File: src/rtl/mac_irq_pkg.sv
package mac_irq_pkg;
  localparam int DATA_W     = 32;
  localparam int NUM_EV     = 8;
  localparam int CTRL_W     = 16;
  localparam int RXPTR_W    = 4;
  localparam int TXPTR_W    = 9;
  localparam int SEQ_W      = 5;
  localparam int DEPTH_W    = 5;
  localparam int OFF_W      = 3;

  // status bit positions
  localparam int S_TX_EMPTY = 0;
  localparam int S_TX_PKT   = 1;
  localparam int S_LINK     = 2;
  localparam int S_MEM      = 3;
  localparam int S_TX_ABORT = 4;
  localparam int S_RX_THR   = 5;
  localparam int S_RX_UNDER = 6;
  localparam int S_RX_OVER  = 7;

  localparam int RXPTR_LSB  = 8;
  localparam int TXPTR_LSB  = 16;
  localparam int SEQ_LSB    = 25;

  localparam logic [NUM_EV-1:0] ERR_MASK   = 8'b1101_1100;
  localparam logic [NUM_EV-1:0] TX_MASK    = 8'b0000_0011;
  localparam logic [NUM_EV-1:0] FATAL_MASK = 8'b1001_1000;

  // control word, fields at their decoded positions
  typedef struct packed {
    logic               rx_en;    // 15
    logic [OFF_W-1:0]   rx_off;   // 14:12
    logic [1:0]         zero_hi;  // 11:10
    logic               rx_ie;    // 9
    logic [DEPTH_W-1:0] depth;    // 8:4
    logic [1:0]         zero_lo;  // 3:2
    logic               tx_en;    // 1
    logic               tx_ie;    // 0
  } ctrl_t;
endpackage

File: src/rtl/irq_sticky_bits.sv
module irq_sticky_bits #(
  parameter int N = 8
) (
  input  logic         clk,
  input  logic         rst_n,
  input  logic [N-1:0] set_i,
  input  logic [N-1:0] clr_i,
  output logic [N-1:0] bits_o
);
  for (genvar i = 0; i < N; i++) begin : g_bit
    always_ff @(posedge clk) begin
      if (!rst_n)        bits_o[i] <= 1'b0;
      else if (set_i[i]) bits_o[i] <= 1'b1;
      else if (clr_i[i]) bits_o[i] <= 1'b0;
    end

    AST_EVENT_SETS: assert property (@(posedge clk) disable iff (!rst_n)
      set_i[i] |=> bits_o[i]);
    AST_W1C_CLEARS: assert property (@(posedge clk) disable iff (!rst_n)
      (clr_i[i] && !set_i[i]) |=> !bits_o[i]);
    AST_NO_SPURIOUS: assert property (@(posedge clk) disable iff (!rst_n)
      (!bits_o[i] && !set_i[i]) |=> !bits_o[i]);
  end
endmodule

File: src/rtl/irq_dma_ctrl.sv
module irq_dma_ctrl
  import mac_irq_pkg::*;
(
  input  logic              clk,
  input  logic              rst_n,
  input  logic              wr_i,
  input  logic [CTRL_W-1:0] wdata_i,
  input  logic              fatal_i,
  output ctrl_t             ctrl_o
);
  ctrl_t nxt;

  always_comb begin
    nxt = ctrl_o;
    if (wr_i) begin
      nxt = ctrl_t'(wdata_i);
      nxt.zero_hi = '0;
      nxt.zero_lo = '0;
    end
    if (fatal_i) begin
      nxt.tx_en = 1'b0;
      nxt.rx_en = 1'b0;
    end
  end

  always_ff @(posedge clk) begin
    if (!rst_n) ctrl_o <= '0;
    else        ctrl_o <= nxt;
  end

  AST_FATAL_STOPS: assert property (@(posedge clk) disable iff (!rst_n)
    fatal_i |=> (!ctrl_o.tx_en && !ctrl_o.rx_en));
  AST_EN_HOLDS_LOW: assert property (@(posedge clk) disable iff (!rst_n)
    (!wr_i && !ctrl_o.tx_en) |=> !ctrl_o.tx_en);
  AST_RSVD_CTRL: assert property (@(posedge clk) disable iff (!rst_n)
    wr_i |=> (ctrl_o.zero_hi == 2'b00 && ctrl_o.zero_lo == 2'b00));
endmodule

File: src/rtl/irq_rx_thresh.sv
module irq_rx_thresh #(
  parameter int DEPTH_W = 5
) (
  input  logic [DEPTH_W-1:0] count_i,
  input  logic [DEPTH_W-1:0] depth_i,
  output logic               hit_o
);
  always_comb hit_o = (count_i != depth_i);
endmodule

File: src/rtl/mac_irq_ctrl.sv
module mac_irq_ctrl
  import mac_irq_pkg::*;
(
  input  logic                clk,
  input  logic                rst_n,
  input  logic                wr_en,
  input  logic                wr_sel,
  input  logic [DATA_W-1:0]   wr_data,
  input  logic                rd_sel,
  output logic [DATA_W-1:0]   rd_data,
  input  logic                ev_tx_empty,
  input  logic                ev_tx_pkt,
  input  logic                ev_link_fail,
  input  logic                ev_mem_err,
  input  logic                ev_tx_abort,
  input  logic                ev_rx_underflow,
  input  logic                ev_rx_overflow,
  input  logic [DEPTH_W-1:0]  rx_fifo_count,
  input  logic [RXPTR_W-1:0]  rx_rptr,
  input  logic [TXPTR_W-1:0]  tx_rptr,
  input  logic [SEQ_W-1:0]    rx_head_seq,
  output logic                irq,
  output logic                dma_tx_en,
  output logic                dma_rx_en,
  output logic [OFF_W-1:0]    rx_data_offset
);
  logic [NUM_EV-1:0] ev_vec, clr_vec, st;
  logic              thr_hit, fatal;
  ctrl_t             ctrl;
  logic [DATA_W-1:0] stat_word;
  logic              unused_wr_hi;

  assign unused_wr_hi = ^wr_data[DATA_W-1:CTRL_W];

  irq_rx_thresh #(.DEPTH_W(DEPTH_W)) u_thr (
    .count_i(rx_fifo_count), .depth_i(ctrl.depth), .hit_o(thr_hit)
  );

  always_comb begin
    ev_vec             = '0;
    ev_vec[S_TX_EMPTY] = ev_tx_empty;
    ev_vec[S_TX_PKT]   = ev_tx_pkt;
    ev_vec[S_LINK]     = ev_link_fail;
    ev_vec[S_MEM]      = ev_mem_err;
    ev_vec[S_TX_ABORT] = ev_tx_abort;
    ev_vec[S_RX_THR]   = thr_hit;
    ev_vec[S_RX_UNDER] = ev_rx_underflow;
    ev_vec[S_RX_OVER]  = ev_rx_overflow;
    clr_vec = (wr_en && !wr_sel) ? wr_data[NUM_EV-1:0] : '0;
    fatal   = |(ev_vec & FATAL_MASK);
  end

  irq_sticky_bits #(.N(NUM_EV)) u_bits (
    .clk(clk), .rst_n(rst_n), .set_i(ev_vec), .clr_i(clr_vec), .bits_o(st)
  );

  irq_dma_ctrl u_ctrl (
    .clk(clk), .rst_n(rst_n), .wr_i(wr_en && wr_sel),
    .wdata_i(wr_data[CTRL_W-1:0]), .fatal_i(fatal), .ctrl_o(ctrl)
  );

  always_comb begin
    stat_word = '0;
    stat_word[NUM_EV-1:0] = st;
    stat_word[RXPTR_LSB +: RXPTR_W] = rx_rptr;
    stat_word[TXPTR_LSB +: TXPTR_W] = tx_rptr;
    stat_word[SEQ_LSB   +: SEQ_W]   = rx_head_seq;
    rd_data = rd_sel ? {{(DATA_W-CTRL_W){1'b0}}, ctrl} : stat_word;
    irq = (|(st & TX_MASK) && ctrl.tx_ie)
        || (st[S_RX_THR] && ctrl.rx_ie)
        || |(st & ERR_MASK);
    dma_tx_en      = ctrl.tx_en;
    dma_rx_en      = ctrl.rx_en;
    rx_data_offset = ctrl.rx_off;
  end

  AST_ERR_UNGATED: assert property (@(posedge clk) disable iff (!rst_n)
    (|(st & ERR_MASK)) |-> irq);
  AST_QUIET_IRQ: assert property (@(posedge clk) disable iff (!rst_n)
    (st == '0) |-> !irq);
  AST_THR_RAISE: assert property (@(posedge clk) disable iff (!rst_n)
    (rx_fifo_count != ctrl.depth) |=> st[S_RX_THR]);
  AST_ALIAS_LIVE: assert property (@(posedge clk) disable iff (!rst_n)
    !rd_sel |-> (rd_data[11:8] == rx_rptr && rd_data[24:16] == tx_rptr
                 && rd_data[29:25] == rx_head_seq));
endmodule

File: config.mk
export PLATFORM = sky130hd
export DESIGN_NAME = mac_irq_ctrl
export DESIGN_NICKNAME = d
export VERILOG_FILES = /design/src/rtl/mac_irq_pkg.sv /design/src/rtl/irq_sticky_bits.sv /design/src/rtl/irq_dma_ctrl.sv /design/src/rtl/irq_rx_thresh.sv /design/src/rtl/mac_irq_ctrl.sv
export SDC_FILE = /design/constraint.sdc
export NUM_CORES = 1
export LEC_CHECK = 0
export ABC_AREA = 1
export BUFFER_PORTS_ARGS = -buffer_cell sky130_fd_sc_hd__buf_2
export CAP_MARGIN = 25
export CORE_MARGIN = 3
export CORE_UTILIZATION = 37
export CTS_CLUSTER_SIZE = 25
export DETAILED_ROUTE_END_ITERATION = 12
export GPL_TIMING_DRIVEN = 1
export PLACE_DENSITY = 0.8
export SYNTH_ARGS = -nofsm -noshare
export SYNTH_HDL_FRONTEND = slang
export SYNTH_SLANG_ARGS = --single-unit
File: constraint.sdc
create_clock -name clk -period 1.1 [get_ports clk]
set_input_delay 0.22 -clock clk [delete_from_list [all_inputs] [get_ports clk]]
set_output_delay 0.22 -clock clk [all_outputs]
set_load 0.02 [all_outputs]
Yosys cells after proc, flatten, opt, wreduce, memory -nomap -nowiden
Cells that the tools add are included.
- input bits: 67
- register bits after elaboration: 20
- word-level logic and storage cells: 52
- output and inout bits: 38
- equal/unequal tests: 1
- muxes and demuxes: 18
- bitwise logic cells: 1
- reduce and logical (&&, ||, !) cells: 18
- operators by type and width (cell ; count):
    30-bit 2-to-1 mux ; 1
    1-bit 2-to-1 mux ; 16
    2-bit nonzero test ; 8
    8-bit 2-to-1 mux ; 1
    5-bit inequality test ; 1
    5-bit OR reduction ; 1
    1-bit logical AND ; 4
    4-bit OR reduction ; 1
    1-bit logical OR ; 2
    2-bit OR reduction ; 1
    1-bit logical NOT ; 1
    1-bit inverter ; 1

Longest topological paths before layout
- word-level depth: 5
- mapped depth: 7
- gate-level depth less buffers: 7

By module
From an unflattened synthesis, not the netlist that was laid out.
- cells, all modules: 231
- area total of the unflattened synthesis: 1282.5 um^2
- modules (own cells, without submodules) (module ; sequential area each (um^2) ; instances ; area each (um^2) ; cells an instance):
    irq_dma_ctrl ; 240.2 ; 1 ; 459.2 ; 59
    mac_irq_ctrl ; 0.0 ; 1 ; 436.7 ; 108
    irq_sticky_bits ; 160.2 ; 1 ; 294.0 ; 41
    irq_rx_thresh ; 0.0 ; 1 ; 92.6 ; 23

Worst setup path before layout
Ideal clock, no wire load.
- path type: input to output
- from: in rd_sel
- to: out rd_data[8]
- cell stages on the path: 4
- data arrival time: 0.908 ns
- setup slack: -0.028 ns
- required time: 0.880 ns
- buffers on the path: 2
- cells stage by stage: buf_2 buf_4 nor2_1 a21oi_1
- longest elaborated chain between the ends: 1
- RTL lines (element ; RTL line ; source):
    from (decl) ; mac_irq_ctrl.sv:9 ; input logic rd_sel,
    30-bit 2-to-1 mux ; mac_irq_ctrl.sv:68 ; rd_data = rd_sel ? {{(DATA_W-CTRL_W){1'b0}}, ctrl} : stat_word;
    to (decl) ; mac_irq_ctrl.sv:10 ; output logic [DATA_W-1:0] rd_data,
Every way passes these cells.

Worst setup path in the final report
- from: reg u_bits.bits_o[4]
- to: out irq
- longest elaborated chain between the ends: 2
- RTL lines (element ; RTL line ; source):
    from (decl) ; irq_sticky_bits.sv:8 ; output logic [N-1:0] bits_o
    from (signal, indexed assignment) ; irq_sticky_bits.sv:12 ; if (!rst_n) bits_o[i] <= 1'b0;
    from (signal, indexed assignment) ; irq_sticky_bits.sv:13 ; else if (set_i[i]) bits_o[i] <= 1'b1;
    from (signal, indexed assignment) ; irq_sticky_bits.sv:14 ; else if (clr_i[i]) bits_o[i] <= 1'b0;
    5-bit OR reduction ; mac_irq_ctrl.sv:71 ; || |(st & ERR_MASK);
    1-bit logical OR ; mac_irq_ctrl.sv:71 ;
    to (decl) ; mac_irq_ctrl.sv:22 ; output logic irq,
Every way passes these cells.

==> results by group <==
Timing
  • Clk_skew: 0.00153 ns
  • Fmax: approximately 0.74 GHz
  • Final Worst Setup Slack: -0.261 ns
  • Final hold vios: 0
  • RSZ-0062 raised after global routing: true
  • Minimum clock period: 1.36 ns
  • Setup Viol. Count Final: 12
  • Fin crit share: 1.24
  • Max-slew violation total from the final report: 0

Yosys
  • Syn Inst Count: roughly 190
  • Post-synthesis cell type count: 22
  • Mapped cell area: 1170 µm²
  • FF+latch count, synth: 20
  • Sequential share of the synthesized area: 0.343
  • Synth Area per Inst: 6.31 µm²
  • Yosys warning total: 0

Critical path
  • Crit Path Category: register to output pin
  • CP startpoint: u_bits.bits_o[4]$_SDFFE_PN0P_
  • Worst setup EP type: output pin
  • CP Data Arrival Time: approximately 1.1 ns
  • Worst setup SP type: register
  • Required time worst endpoint: 0.88 ns
  • Critical path fanouts, max: 3
  • R2R Path Start: u_ctrl.ctrl_o[5]$_SDFFE_PN0P_

Detailed routing
  • First-pass iteration count of the detailed router: 4
  • Wire per inst: 12.0 µm
  • Number of remaining DRC errors: 0
  • Initial DRC count: 38
  • Routed vias/inst: ~4.5
  • DRT Wirelength: 3.84 mm
  • Routed Antenna Nets: 0
  • Via count: 1433

Floorplanning
  • Die area: 3870 µm²
  • Initial core utilization: 0.406
  • Die width: 62.2 µm
  • Die Y: 62.2 µm
  • Io pins: 105
  • Core Box Area: 2880 µm²
  • # rows: 19

Status
  • Status: finished, violations left
  • Failing checks: setup timing

Global route
  • Initial antenna violation count: 0
  • First-pass GRT wire length: 5.89 mm
  • Remaining Overflow, GRT: 0
  • Largest net degree at the start of global routing: 18
  • Number of global-route vias before repair: 1345
  • Total GRT Usage: 0.185

Finish
  • Multi-input logic area: 619 µm²
  • Fin area: 1950 µm²
  • Finished Core Util: 0.676
  • Reg area: 425 µm²
  • Commonest non-fill, non-tap cell in the layout: buf_2
  • # diodes: 0
  • Most frequent cells in the layout: 60 x buf_2, 38 x nor2_1, 25 x inv_1
  • Fillers: 268
  • Share of layout cells above drive strength 1: 0.594
  • Final #Nets: 346
  • Area delta synth->final: 66.7%
  • Post-route insts no fill: 320

Clock tree
  • Longest Clk Path Bufs: 2
  • Clock sink count: 20
  • CTS tree: done
  • Worst-Skew Late Latency: 0.31 ns
  • Root Buffer: clkbuf_4
  • Clock transition at the registers of the reported paths: 0.12 ns
  • # H-tree levels: 1
  • Total CTS buffers: 3

Placement
  • RD Place Congestion: 0.768
  • Worst slack, placed: -0.0782 ns
  • I/O Buffers: 84
  • Cells after DPL: 306
  • Placed Area: 1600 µm²
  • Detail Placement HPWL: ~2.7 mm

Power and ir drop
  • Leakage: 1.09 nW
  • Pwr dens: 980 nW/µm²
  • Max rail drop VDD: about 800 µV

Run
  • Max-cap viol count: 0

Min path
  • Hold Crit Start: ev_tx_empty
  • Type of the worst min-delay path: input port to register
-- final timing paths --
| kind | cells past startpoint | slack [ns] | endpoint |
|---|---|---|---|
| worst min-delay path | 3 | 0.11 | u_bits.bits_o[0]$_SDFFE_PN0P_ |
| worst min register to register | 2 | 0.49 | u_ctrl.ctrl_o[7]$_SDFFE_PN0P_ |
| worst max register to register | 8 | 0.07 | u_bits.bits_o[5]$_SDFFE_PN0P_ |
| worst max-delay path | 3 | -0.26 | irq |
-- worst max-delay path: stages (launching register included) --
cell,delay (ns)
dfxtp_2,0.36
nor3_2,0.16
nand4_1,0.15
buf_6,0.16
-- power by group --
part	internal [mW]	leakage, nW	total (mW)	switching (mW)
Clock	0.202	0.0210	0.450	0.247
Sequential	0.780	0.172	0.818	0.0383
Combinational	0.298	0.899	0.639	0.341
Total	1.28	1.09	1.91	0.626
-- cell type report --
cell class,count,area share
Clock buffer,4,0.0186
Inverter,37,0.0720
Multi-Input combinational cell,117,0.318
Sequential cell,20,0.219
Tap cell,42,0.0270
Timing Repair Buffer,100,0.345
-- cell families after synthesis --
family                    after synthesis  synth area share
AOI/OAI and AO/OA                      28             0.126
xor gates and xnor gates                1           0.00750
buffers and inverters                  49             0.195
DFF                                    20             0.343
muxes                                   4            0.0386
other                                   1           0.00321
and+or+nand+nor                        82             0.286
-- Yosys cell counts, drive strengths merged --
master,n,area [µm²]
nor3,1,5.00
nand3,8,40.0
mux2,4,45.0
conb,1,3.75
nor2,45,169
nand4,2,12.5
dfxtp,20,400
a21oi,16,83.8
inv,36,135
clkinv,1,5.00
xnor2,1,8.76
o21ai,12,63.8
buf,12,87.6
nand2,26,108
-- flip-flops by register name, indices dropped and copies added (netlist names) --
signal / flops
u_bits.bits_o: 8
u_ctrl.ctrl_o: 12
-- timing repair --
item	CTS	global route
resized for setup	62	38
buffers inserted	7	5
pin swaps	4	16
endpoints found under the setup margin	16	18
hold buffers	0	0
-- metrics by stage --
step | hold slack (ns) | setup TNS (ns) | total power, mW
floorplan | 0.337 | -0.0949 | 1.13
global placement | 0.426 | -0.391 | 1.31
detailed placement | 0.437 | -0.402 | 1.32
CTS | 0.108 | -1.54 | 1.84
global route | 0.129 | -2.39 | 2.00
finish | 0.106 | -1.72 | 1.91
-- per-layer routing --
| metal | global-route usage | wire [µm] | vias to the layer above |
|---|---|---|---|
| met1 | 0.211 | 1490 | 630 |
| met5 | 0 | 0 | - |
| met3 | 0.0559 | 305 | 8 |
| met4 | 0.0663 | 89 | 0 |
| li1 | - | - | 734 |
| met2 | 0.324 | 1950 | 61 |
(Power assumes the default switching activity.)
